$ cat config.mk
export PLATFORM = sky130hd
export DESIGN_NAME = irq_entry_seq
export DESIGN_NICKNAME = d
export VERILOG_FILES = /design/src/rtl/irq_entry_pkg.sv /design/src/rtl/irq_entry_ctrl.sv /design/src/rtl/irq_entry_dpath.sv /design/src/rtl/irq_entry_seq.sv
export SDC_FILE = /design/constraint.sdc
export NUM_CORES = 1
export LEC_CHECK = 0
export BUFFER_PORTS_ARGS = -buffer_cell sky130_fd_sc_hd__buf_4
export CAP_MARGIN = 5
export CORE_MARGIN = 5
export CORE_UTILIZATION = 45
export DETAILED_ROUTE_END_ITERATION = 8
export MAX_ROUTING_LAYER = met4
export PLACE_DENSITY = 0.77
export RECOVER_POWER = 100
export SLEW_MARGIN = 10
export SYNTH_ARGS = -nofsm -noshare
export SYNTH_HDL_FRONTEND = slang
export SYNTH_HIERARCHICAL = 1
export SYNTH_SLANG_ARGS = --single-unit
export TNS_END_PERCENT = 10
$ cat constraint.sdc
create_clock -name clk -period 2.3 [get_ports clk]
set_input_delay 0.115 -clock clk [delete_from_list [all_inputs] [get_ports clk]]
set_output_delay 0.115 -clock clk [all_outputs]
set_load 0.02 [all_outputs]
$ cat src/rtl/irq_entry_pkg.sv
package irq_entry_pkg;

  typedef enum logic [2:0] {
    ST_IDLE   = 3'd0,
    ST_FETCH  = 3'd1,
    ST_PUSHSR = 3'd2,
    ST_PUSHPC = 3'd3,
    ST_JUMP   = 3'd4
  } seqState_e;

  typedef enum logic [1:0] {
    SEL_VEC = 2'd0,
    SEL_SR  = 2'd1,
    SEL_PC  = 2'd2
  } memSel_e;

  typedef struct packed {
    logic    capture;     // latch request and CPU context
    logic    loadHandler; // keep fetched handler address
    logic    pushDone;    // a push was acknowledged: move stack pointer
    logic    setMask;     // overwrite mask field with level
    memSel_e sel;         // address and data source
  } ctrlStrobes_t;

endpackage

$ cat src/rtl/irq_entry_ctrl.sv
module irq_entry_ctrl
  import irq_entry_pkg::*;
(
  input  logic         clk,
  input  logic         rst_n,
  input  logic         decodeValid,
  input  logic         reqValid,
  input  logic         memReady,
  output logic         memReq,
  output logic         memWe,
  output logic         busy,
  output logic         suppress,
  output logic         jumpValid,
  output ctrlStrobes_t strobes
);

  seqState_e stateQ, stateD;
  logic      accept;

  assign accept = (stateQ == ST_IDLE) && decodeValid && reqValid;

  always_comb begin
    stateD = stateQ;
    unique case (stateQ)
      ST_IDLE:   if (accept)   stateD = ST_FETCH;
      ST_FETCH:  if (memReady) stateD = ST_PUSHSR;
      ST_PUSHSR: if (memReady) stateD = ST_PUSHPC;
      ST_PUSHPC: if (memReady) stateD = ST_JUMP;
      ST_JUMP:                 stateD = ST_IDLE;
      default:                 stateD = ST_IDLE;
    endcase
  end

  always_ff @(posedge clk or negedge rst_n) begin
    if (!rst_n) stateQ <= ST_IDLE;
    else        stateQ <= stateD;
  end

  always_comb begin
    strobes             = '0;
    strobes.sel         = SEL_VEC;
    strobes.capture     = accept;
    memReq              = 1'b0;
    memWe               = 1'b0;
    unique case (stateQ)
      ST_FETCH: begin
        memReq              = 1'b1;
        strobes.sel         = SEL_VEC;
        strobes.loadHandler = memReady;
      end
      ST_PUSHSR: begin
        memReq           = 1'b1;
        memWe            = 1'b1;
        strobes.sel      = SEL_SR;
        strobes.pushDone = memReady;
        strobes.setMask  = memReady;
      end
      ST_PUSHPC: begin
        memReq           = 1'b1;
        memWe            = 1'b1;
        strobes.sel      = SEL_PC;
        strobes.pushDone = memReady;
      end
      default: ;
    endcase
  end

  assign busy      = (stateQ != ST_IDLE);
  assign suppress  = accept;
  assign jumpValid = (stateQ == ST_JUMP);

endmodule

$ cat src/rtl/irq_entry_dpath.sv
module irq_entry_dpath
  import irq_entry_pkg::*;
#(
  parameter int W        = 32,
  parameter int VEC_W    = 8,
  parameter int LVL_W    = 4,
  parameter int MASK_LSB = 4
) (
  input  logic             clk,
  input  logic             rst_n,
  input  ctrlStrobes_t     strobes,
  input  logic [W-1:0]     decodePc,
  input  logic [VEC_W-1:0] reqVector,
  input  logic [LVL_W-1:0] reqLevel,
  input  logic [W-1:0]     vecBase,
  input  logic [W-1:0]     cpuSr,
  input  logic [W-1:0]     cpuSp,
  input  logic [W-1:0]     memRdata,
  output logic [W-1:0]     memAddr,
  output logic [W-1:0]     memWdata,
  output logic [W-1:0]     handlerPc,
  output logic [W-1:0]     newSr,
  output logic [W-1:0]     newSp
);

  localparam int BYTES = W / 8;
  localparam int SHIFT = $clog2(BYTES);
  localparam logic [W-1:0] STEP = W'(BYTES);

  logic [W-1:0]     baseQ, pcQ, srQ, spQ, handlerQ;
  logic [VEC_W-1:0] vecQ;
  logic [LVL_W-1:0] lvlQ;
  logic [W-1:0]     vecOffset, pushAddr;

  assign vecOffset = W'(vecQ) << SHIFT;
  assign pushAddr  = spQ - STEP;

  always_ff @(posedge clk or negedge rst_n) begin
    if (!rst_n) begin
      baseQ    <= '0;
      pcQ      <= '0;
      srQ      <= '0;
      spQ      <= '0;
      handlerQ <= '0;
      vecQ     <= '0;
      lvlQ     <= '0;
    end else begin
      if (strobes.capture) begin
        baseQ <= vecBase;
        pcQ   <= decodePc;
        srQ   <= cpuSr;
        spQ   <= cpuSp;
        vecQ  <= reqVector;
        lvlQ  <= reqLevel;
      end
      if (strobes.loadHandler) handlerQ <= memRdata;
      if (strobes.pushDone)    spQ      <= pushAddr;
      if (strobes.setMask)     srQ[MASK_LSB +: LVL_W] <= lvlQ;
    end
  end

  always_comb begin
    unique case (strobes.sel)
      SEL_SR: begin
        memAddr  = pushAddr;
        memWdata = srQ;
      end
      SEL_PC: begin
        memAddr  = pushAddr;
        memWdata = pcQ;
      end
      default: begin
        memAddr  = baseQ + vecOffset;
        memWdata = '0;
      end
    endcase
  end

  assign handlerPc = handlerQ;
  assign newSr     = srQ;
  assign newSp     = spQ;

endmodule

$ cat src/rtl/irq_entry_seq.sv
module irq_entry_seq
  import irq_entry_pkg::*;
#(
  parameter int W        = 32,
  parameter int VEC_W    = 8,
  parameter int LVL_W    = 4,
  parameter int MASK_LSB = 4
) (
  input  logic             clk,
  input  logic             rst_n,
  input  logic             decodeValid,
  input  logic [W-1:0]     decodePc,
  input  logic             reqValid,
  input  logic [VEC_W-1:0] reqVector,
  input  logic [LVL_W-1:0] reqLevel,
  input  logic [W-1:0]     vecBase,
  input  logic [W-1:0]     cpuSr,
  input  logic [W-1:0]     cpuSp,
  output logic             suppress,
  output logic             busy,
  output logic             memReq,
  output logic             memWe,
  output logic [W-1:0]     memAddr,
  output logic [W-1:0]     memWdata,
  input  logic [W-1:0]     memRdata,
  input  logic             memReady,
  output logic             jumpValid,
  output logic [W-1:0]     jumpPc,
  output logic [W-1:0]     jumpSr,
  output logic [W-1:0]     jumpSp
);

  ctrlStrobes_t strobes;

  irq_entry_ctrl u_ctrl (
    .clk         (clk),
    .rst_n       (rst_n),
    .decodeValid (decodeValid),
    .reqValid    (reqValid),
    .memReady    (memReady),
    .memReq      (memReq),
    .memWe       (memWe),
    .busy        (busy),
    .suppress    (suppress),
    .jumpValid   (jumpValid),
    .strobes     (strobes)
  );

  irq_entry_dpath #(
    .W        (W),
    .VEC_W    (VEC_W),
    .LVL_W    (LVL_W),
    .MASK_LSB (MASK_LSB)
  ) u_dpath (
    .clk       (clk),
    .rst_n     (rst_n),
    .strobes   (strobes),
    .decodePc  (decodePc),
    .reqVector (reqVector),
    .reqLevel  (reqLevel),
    .vecBase   (vecBase),
    .cpuSr     (cpuSr),
    .cpuSp     (cpuSp),
    .memRdata  (memRdata),
    .memAddr   (memAddr),
    .memWdata  (memWdata),
    .handlerPc (jumpPc),
    .newSr     (jumpSr),
    .newSp     (jumpSp)
  );

endmodule

==> results.md, run 1 <==
* Status: finished with violations
* Failing checks: setup timing
* Placed inst area at 13000 um2
* Main synth FF type: dfrtp_1
* Area leader, netlist: dfrtp_1
* Synth top area cells: dfrtp_1 47%, mux2_2 17%, nor2_1 3.2%, a22oi_1 2.6%, xor2_1 2.3%
* CTS Buf Count at 17
* Mux cell area share after synthesis at 0.190
* Die span in x at ~150 um
* Clock Latency Late Sink at 0.43 ns
* Compound-Gate Fraction of Synth Area at 0.129
* CTS tree: yes
* Peak supply drop at 708 uV
* Netlist cell types at 68
* Post-Syn Area at about 9300 um2
* Worst-Margin Slew at 1.47 ns
* Global-route wire length before repair at 57.0 mm
* Via density at 5.58
* Core Footprint at 20300 um2
* CP Cell Sequence: inv_2, ha_4, or4b_4, or4_4, or2_4, xnor2_1, buf_4, mux2i_2, buf_4
* Dpl ws at -0.285 ns
* Layout cells sized above 1 at 0.432
* GPL Wtd Cong at 0.937
* Worst path max stage delay at ~0.48 ns
* Crit end category: output port
* Post-Synth XOR/XNOR Area at 0.0330
* Yosys warns at 6
* Starting Density at 0.458
* Max-slew violation count at 0
* Synthesized area per cell at 10.8 um2
* Total power divided by cell area at 1470 nW/um2
* Initial DRC Count at 632
* FMAX at 333 MHz
* Initial antenna violation count at 1
* Critical path arrival at approximately 2.9 ns
* Hold Violations, Final at 0
* Router iterations before antenna repair at 5
* Hold Worst Slack at 0.0258 ns
* Seq/Total Area, Yosys at 0.471
* #FFs+latches synth at 175
* Port buffer count at 341
* Critical-path top delay cell: or4b_4
* Root buffer cell: clkbuf_16
* Fin crit share at 1.30
* Routed wire length at 37.1 mm
* RSZ-0062 raised after global routing: yes
* Min Tclk post-route at ~3.0 ns
* WL/cell at ~21 um
* CP dominant cell by count: buf_4
* Site row count at 52
* Async set-reset flop share out of synthesis at 1.00
* Vias in the first global route at 10400
* Synth Net Count at around 1100
* Final Power at ~23 mW
* # IOs at ~340
* Reg clk slew, reported paths at 0.07 ns
* Fin util at 0.757
* # H-tree levels at 4
* Vias at 9662
* Top-count cell post-synth: dfrtp_1
* DRC Markers at 0
* Final setup violation count at 140
* Adder-cell area share of the yosys netlist at 0.0170
* Max-Slew Margin vs Limit at 0.0177
* Setup slack after layout at -0.699 ns
* Pin count of the biggest net entering global routing at 71
* Skew final at 0.0177 ns
* Leak at 6.60 nW
* Largest family of logic cells by synthesized area: multiplexers
* Worst-case clock buffer depth at 2
* Clock Sinks at 175
* Commonest cells in the synthesized netlist: 175 x dfrtp_1, 140 x mux2_2, 79 x nor2_1, 40 x a21oi_1, 40 x clkbuf_1
* Top cell type's share of synthesized area at 0.471
* Post-Synth Simple-Gate Area at 0.127
* Hold WC Path Type: input port to flip-flop
* GR Overflow Total at 0
* Gate count after technology mapping at 863
* Max FO, Critical Path at 4
* Die area at around 24000 um2
* NumNets Final at 1637
* Critical path class: flip-flop to output port
* Die height at 154 um
* Max Cap Viol at 0
* Post-synth EDFFs at 0
* CP startpoint kind: flip-flop
* Required time of the critical path at 2.18 ns
* Area Overhead vs Synth at 65.5%
* Post-route cell area at 15400 um2
* DP HPWL at 23.8 mm
* GRT Total Usage at 0.314
* Reg2reg setup slack at -0.10 ns
* Antenna-violating nets left at 0
-- path summary, 6_finish.rpt --
check                                    end             start  depth (start not counted)
max                              memAddr[20]  u_dpath/newSp[2]                          9
max reg2reg                u_dpath/newSr[28]  u_ctrl/stateQ[0]                          5
min in group asynchronous  u_dpath/newSp[29]             rst_n                          2
min reg2reg                 u_dpath/newSr[5]   u_dpath/lvlQ[1]                          2
max in group asynchronous     u_dpath/pcQ[1]             rst_n                          3
min                        u_dpath/newSp[21]         cpuSp[21]                          3
-- layout by cell type (no fill, tap or decap), types with 25 or more instances in the layout --
cell type / synthesis / routed
a21oi_1: 40 / 35
a22oi_1: 32 / 31
buf_4: 3 / 343
clkbuf_1: 40 / 97
dfrtp_1: 175 / 172
dlygate4sd3_1: 0 / 162
mux2_2: 140 / 139
nand2_1: 39 / 39
nor2_1: 79 / 78
o21ai_0: 30 / 25
-- per-layer routing --
layer / global-route usage / up-vias / share of wire
li1: - / 4333 / -
met1: 0.355 / 4723 / 0.37
met2: 0.540 / 505 / 0.51
met3: 0.0663 / 101 / 0.072
met4: 0.137 / 0 / 0.048
met5: - / - / 0
-- power breakdown --
part           internal (mW)  switching, mW
sequential              4.62           1.26
combinational           5.97           7.80
clock                   1.47           1.46
total                   12.1           10.5
-- worst max-delay path: cells and delay by family (launching register included) --
family                     cells  cell delay [ns]
xor gates and xnor gates       1             0.12
adders and majority gates      1             0.13
buffers and inverters          3             0.40
DFF                            1             0.42
muxes                          1             0.18
and+or+nand+nor                3             1.19
-- cell type report --
type / count / area [um2]
multi-input cells: 613 / 5120
fillers: 1359 / 4920
repair buffers: 627 / 4880
flip-flops and latches: 175 / 4380
clock buffers: 18 / 429
well taps: 270 / 338
clock inverters: 14 / 165
inverters: 14 / 52.6
diodes: 1 / 2.50
-- metrics by stage --
| step | std cells | setup TNS, ns |
|---|---|---|
| final | 1732 | -22.39 |
| after floorplan | 863 | -16.87 |
| after global placement | 1529 | -3.38 |
| after CTS | 1727 | -11.64 |
| after global routing | 1732 | -42.98 |
| after detailed placement | 1529 | -4.39 |
-- registers in the layout, indices dropped and copies added (netlist names) --
| register | cells |
|---|---|
| u_dpath/lvlQ | 4 |
| u_dpath/newSr | 32 |
| u_dpath/vecQ | 8 |
| u_dpath/newSp | 32 |
| u_dpath/baseQ | 32 |
| u_ctrl/stateQ | 3 |
| u_dpath/handlerPc | 32 |
| u_dpath/pcQ | 32 |
-- repair_timing --
action / 4_1_cts / 5_1_grt
pin swaps: 17 / 9
endpoints found under the hold margin: 214 / 0
endpoints found under the setup margin: 71 / 70
resized for setup: 76 / 21
buffers inserted: 6 / 4
hold buffers: 162 / 0
-- kinds of logic after synthesis --
| kind of cell | Yosys count |
|---|---|
| xor+xnor | 35 |
| compound gates | 182 |
| mux | 159 |
| fa+ha+maj | 12 |
| flops | 175 |
| buf+inv | 75 |
| simple gates | 225 |
No activity file was read; power rests on OpenSTA's default activity.
==> run 2: changes to the inputs <==
--- a/config.mk
+++ b/config.mk
@@ -5,13 +5,14 @@
 export SDC_FILE = /design/constraint.sdc
 export NUM_CORES = 1
 export LEC_CHECK = 0
+export ABC_AREA = 1
 export BUFFER_PORTS_ARGS = -buffer_cell sky130_fd_sc_hd__buf_4
 export CAP_MARGIN = 5
 export CORE_MARGIN = 5
-export CORE_UTILIZATION = 45
+export CORE_UTILIZATION = 46
 export DETAILED_ROUTE_END_ITERATION = 8
 export MAX_ROUTING_LAYER = met4
-export PLACE_DENSITY = 0.77
+export PLACE_DENSITY = 0.78
 export RECOVER_POWER = 100
 export SLEW_MARGIN = 10
 export SYNTH_ARGS = -nofsm -noshare
==> results.md, run 2 <==
* Hold Worst Slack at 0.0226 ns (was 0.0258 ns)
* Required time of the critical path at 2.18 ns (about the same)
* WL/cell at 19.6 um (was 21.4 um)
* Die span in x at 155 um (was 154 um)
* Total internal power at 12.1 mW (about the same)
* Hold Violations, Final at 0 (unchanged)
* Clock Sinks at 175 (unchanged)
* Async set-reset flop share out of synthesis at 1.00 (unchanged)
* Net Sw Frac at 0.492 (was 0.466)
* Starting Density at 0.464 (was 0.458)
* Total power divided by cell area at 1510 nW/um2 (was 1470 nW/um2)
* Port buffer count at 341 (unchanged)
* Initial DRC Count at 1124 (was 632)
* Pin count of the biggest net entering global routing at 70 (was 71)
* R2R cell count at 7 (was 5)
* Fin crit share at 1.08 (was 1.30)
* Critical path class: flip-flop to output port (unchanged)
* GRT Total Usage at 0.340 (was 0.314)
* Fill count at 1437 (was 1359)
* Synthesized area per cell at 7.26 um2 (was 10.8 um2)
* Max-slew violation count at 56 (was 0)
* Crit Reg-Reg Endpoint: u_dpath/newSr[8] (was u_dpath/newSr[28])
* R2R Path Start: u_ctrl/stateQ[0] (unchanged)
* Crit path from: u_ctrl/stateQ[0] (was u_dpath/newSp[2])
* Met2 WL at 21.6 mm (was 19.1 mm)
* CTS tree: yes (unchanged)
* Uppermost layer routed: met4 (unchanged)
* Commonest cells in the synthesized netlist: 629 x nand2_1, 175 x dfrtp_1, 95 x inv_1, 78 x nand3_1, 78 x nor2_1 (was 175 x dfrtp_1, 140 x mux2_2, 79 x nor2_1, 40 x a21oi_1, 40 x clkbuf_1)
* Peak supply drop at 773 uV (was 708 uV)
* NumNets Final at 2049 (was 1637)
* Clock Latency Late Sink at 0.44 ns (was 0.43 ns)
* Global-route wire length before repair at 62.8 mm (was 57.0 mm)
* Post-Syn Area at 9690 um2 (was 9290 um2)
* # IOs at 342 (unchanged)
* Die area at 24100 um2 (was 23600 um2)
* Met1 Routed Length at 14.9 mm (was 13.6 mm)
* Die height at 155 um (was 154 um)
* Worst-case clock buffer depth at 2 (unchanged)
* Initial antenna violation count at 2 (was 1)
* # H-tree levels at 4 (unchanged)
* Net switching power figure at 11.7 mW (was 10.5 mW)
* Seq/Total Area, Yosys at 0.452 (was 0.471)
* Router iterations before antenna repair at 5 (unchanged)
* Via density at 5.40 (was 5.58)
* Status: finished with violations (unchanged)
* Gate power share at 0.616 (was 0.610)
* Fin Setup TNS at -3.98 ns (was -22.39 ns)
* Crit end category: output port (unchanged)
* Most common cell after layout, fill and taps aside: nand2_1 (was buf_4)
* Reg2reg setup slack at 0.31 ns (was -0.10 ns)
* Layout cells sized above 1 at 0.314 (was 0.432)
* DP HPWL at 26.7 mm (was 23.8 mm)
* Failing checks: capacitance limit, slew limit, setup timing (was setup timing)
* Antenna-violating nets left at 0 (unchanged)
* Mux cell area share after synthesis at 0.0372 (was 0.190)
* #FFs+latches synth at 175 (unchanged)
* FMAX at 403 MHz (was 333 MHz)
* Vias at 11600 (was 9662)
* Min Tclk post-route at 2.48 ns (was 3.00 ns)
* Post-synth EDFFs at 0 (unchanged)
* Top cell type's share of synthesized area at 0.452 (was 0.471)
* Vias in the first global route at 11800 (was 10400)
* Max Cap Viol at 1 (was 0)
* Compound-Gate Fraction of Synth Area at 0.0570 (was 0.129)
* CP Capture Point: memAddr[9] (was memAddr[20])
* Reg clk slew, reported paths at 0.08 ns (was 0.07 ns)
* Gate count after technology mapping at 1336 (was 863)
* Worst-Margin Slew at 1.58 ns (was 1.47 ns)
* Synth top area cells: dfrtp_1 45%, nand2_1 24%, nand3_1 4.0%, inv_1 3.7%, mux2_2 3.5% (was dfrtp_1 47%, mux2_2 17%, nor2_1 3.2%, a22oi_1 2.6%, xor2_1 2.3%)
* Hold WC Path Type: input port to flip-flop (unchanged)
* Final Power at 23.8 mW (was 22.6 mW)
* Post-Synth XOR/XNOR Area at 0.0244 (was 0.0330)
* Clk network pwr share at 0.132 (was 0.130)
* CP startpoint kind: flip-flop (unchanged)
* Synth Net Count at 1525 (was 1052)
* Post-Synth Simple-Gate Area at 0.351 (was 0.127)
* Metal3 WL at 3.50 mm (was 2.67 mm)
* Main synth FF type: dfrtp_1 (unchanged)
* Routed wire length at 42.1 mm (was 37.1 mm)
* Adder-cell area share of the yosys netlist at 0.0163 (was 0.0170)
* Skew final at 0.0166 ns (was 0.0177 ns)
* DRC Markers at 0 (unchanged)
* Area Overhead vs Synth at 62.6% (was 65.5%)
* Max-Slew Margin vs Limit at -0.0560 (was 0.0177)
* Netlist cell types at 38 (was 68)
* Top-count cell post-synth: nand2_1 (was dfrtp_1)
* Root buffer cell: clkbuf_16 (unchanged)
* Area leader, netlist: dfrtp_1 (unchanged)
* Largest family of logic cells by synthesized area: simple AND/OR/NAND/NOR gates (was multiplexers)
* Leak at 7.90 nW (was 6.60 nW)
* GR Overflow Total at 0 (unchanged)
* Seq pwr share at 0.253 (was 0.260)
* Core Footprint at 20900 um2 (was 20300 um2)
* Site row count at 53 (was 52)
* RSZ-0062 raised after global routing: yes (unchanged)
* Yosys warns at 6 (unchanged)
* Most frequent cells in the layout: 588 x nand2_1, 348 x buf_4, 171 x dlygate4sd3_1, 171 x dfrtp_1, 87 x inv_1 (was 343 x buf_4, 172 x dfrtp_1, 162 x dlygate4sd3_1, 139 x mux2_2, 97 x clkbuf_1)
* Max FO, Critical Path at 6 (was 4)
* GPL Wtd Cong at 0.999 (was 0.937)
* Critical path arrival at 2.37 ns (was 2.88 ns)
* Setup slack after layout at -0.183 ns (was -0.699 ns)
* CTS Buf Count at 17 (unchanged)
* Final setup violation count at 34 (was 140)
-- run 2: final cells by class --
class,count,area [um2],area share
repair buffers,558,4840,0.307
inverters,101,383,0.0243
clock buffers,18,429,0.0272
clock inverters,14,185,0.0117
well taps,275,344,0.0218
diodes,2,5.00,0.000318
flip-flops and latches,175,4380,0.278
multi-input cells,1007,5190,0.330
-- run 2: critical path, stage by stage, from the launching register on --
cell and delay [ns]:
dfrtp_2 0.46, nor2_4 0.15, nand2_2 0.09, inv_2 0.07, inv_2 0.04, ha_4 0.29
clkinvlp_4 0.19, buf_6 0.19, clkbuf_16 0.16, nand2_2 0.06, o21ai_1 0.05, buf_4 0.17
-- run 2: through the flow --
step	utilization	worst slack [ns]	area (um2)	instances
floorplan	-	0.134	9690	1336
global placement	0.605	0.124	12600	1922
detailed placement	0.605	0.0888	12600	1922
CTS	0.732	-0.115	15300	2134
global route	0.754	-0.246	15800	2150
finish	0.754	-0.183	15800	2150
-- run 2: timing repair --
item / CTS / global route
setup endpoints to repair: 64 / 64
resized for setup: 59 / 102
endpoints found under the hold margin: 224 / 0
cloned: 1 / 4
setup buffers: 8 / 10
pin swaps: 17 / 26
hold buffers: 171 / 0
-- run 2: cell families after synthesis --
kind of cell               count (synthesis)
AOI/OAI and AO/OA                        102
xor gates and xnor gates                  27
adders and majority gates                 12
buffers and inverters                    155
DFF                                      175
muxes                                     32
and+or+nand+nor                          833
-- run 2: layer usage --
| metal | track usage | up-vias |
|---|---|---|
| met5 | - | - |
| met4 | 0.153 | 0 |
| met3 | 0.0506 | 163 |
| met2 | 0.598 | 682 |
| met1 | 0.383 | 5531 |
| li1 | - | 5228 |
-- run 2: worst min-delay path by stage --
stage                         start           endpoint  cells after the start
after floorplan               rst_n   u_ctrl/stateQ[0]                      0
after global placement        rst_n  u_dpath/baseQ[29]                      1
after detailed placement      rst_n  u_dpath/baseQ[22]                      1
after CTS                 cpuSp[30]  u_dpath/newSp[30]                      5
after global routing      cpuSp[27]  u_dpath/newSp[27]                      5
final                     cpuSp[30]  u_dpath/newSp[30]                      5
-- run 2: power by group through the flow --
stage / sequential, mW / clock, mW / combinational (mW)
after floorplan: 6.44 / 0 / 6.11
after global placement: 5.76 / 0 / 11.8
after detailed placement: 5.80 / 0 / 11.9
after CTS: 5.83 / 3.13 / 12.8
after global routing: 6.17 / 3.28 / 15.5
final: 6.01 / 3.13 / 14.6
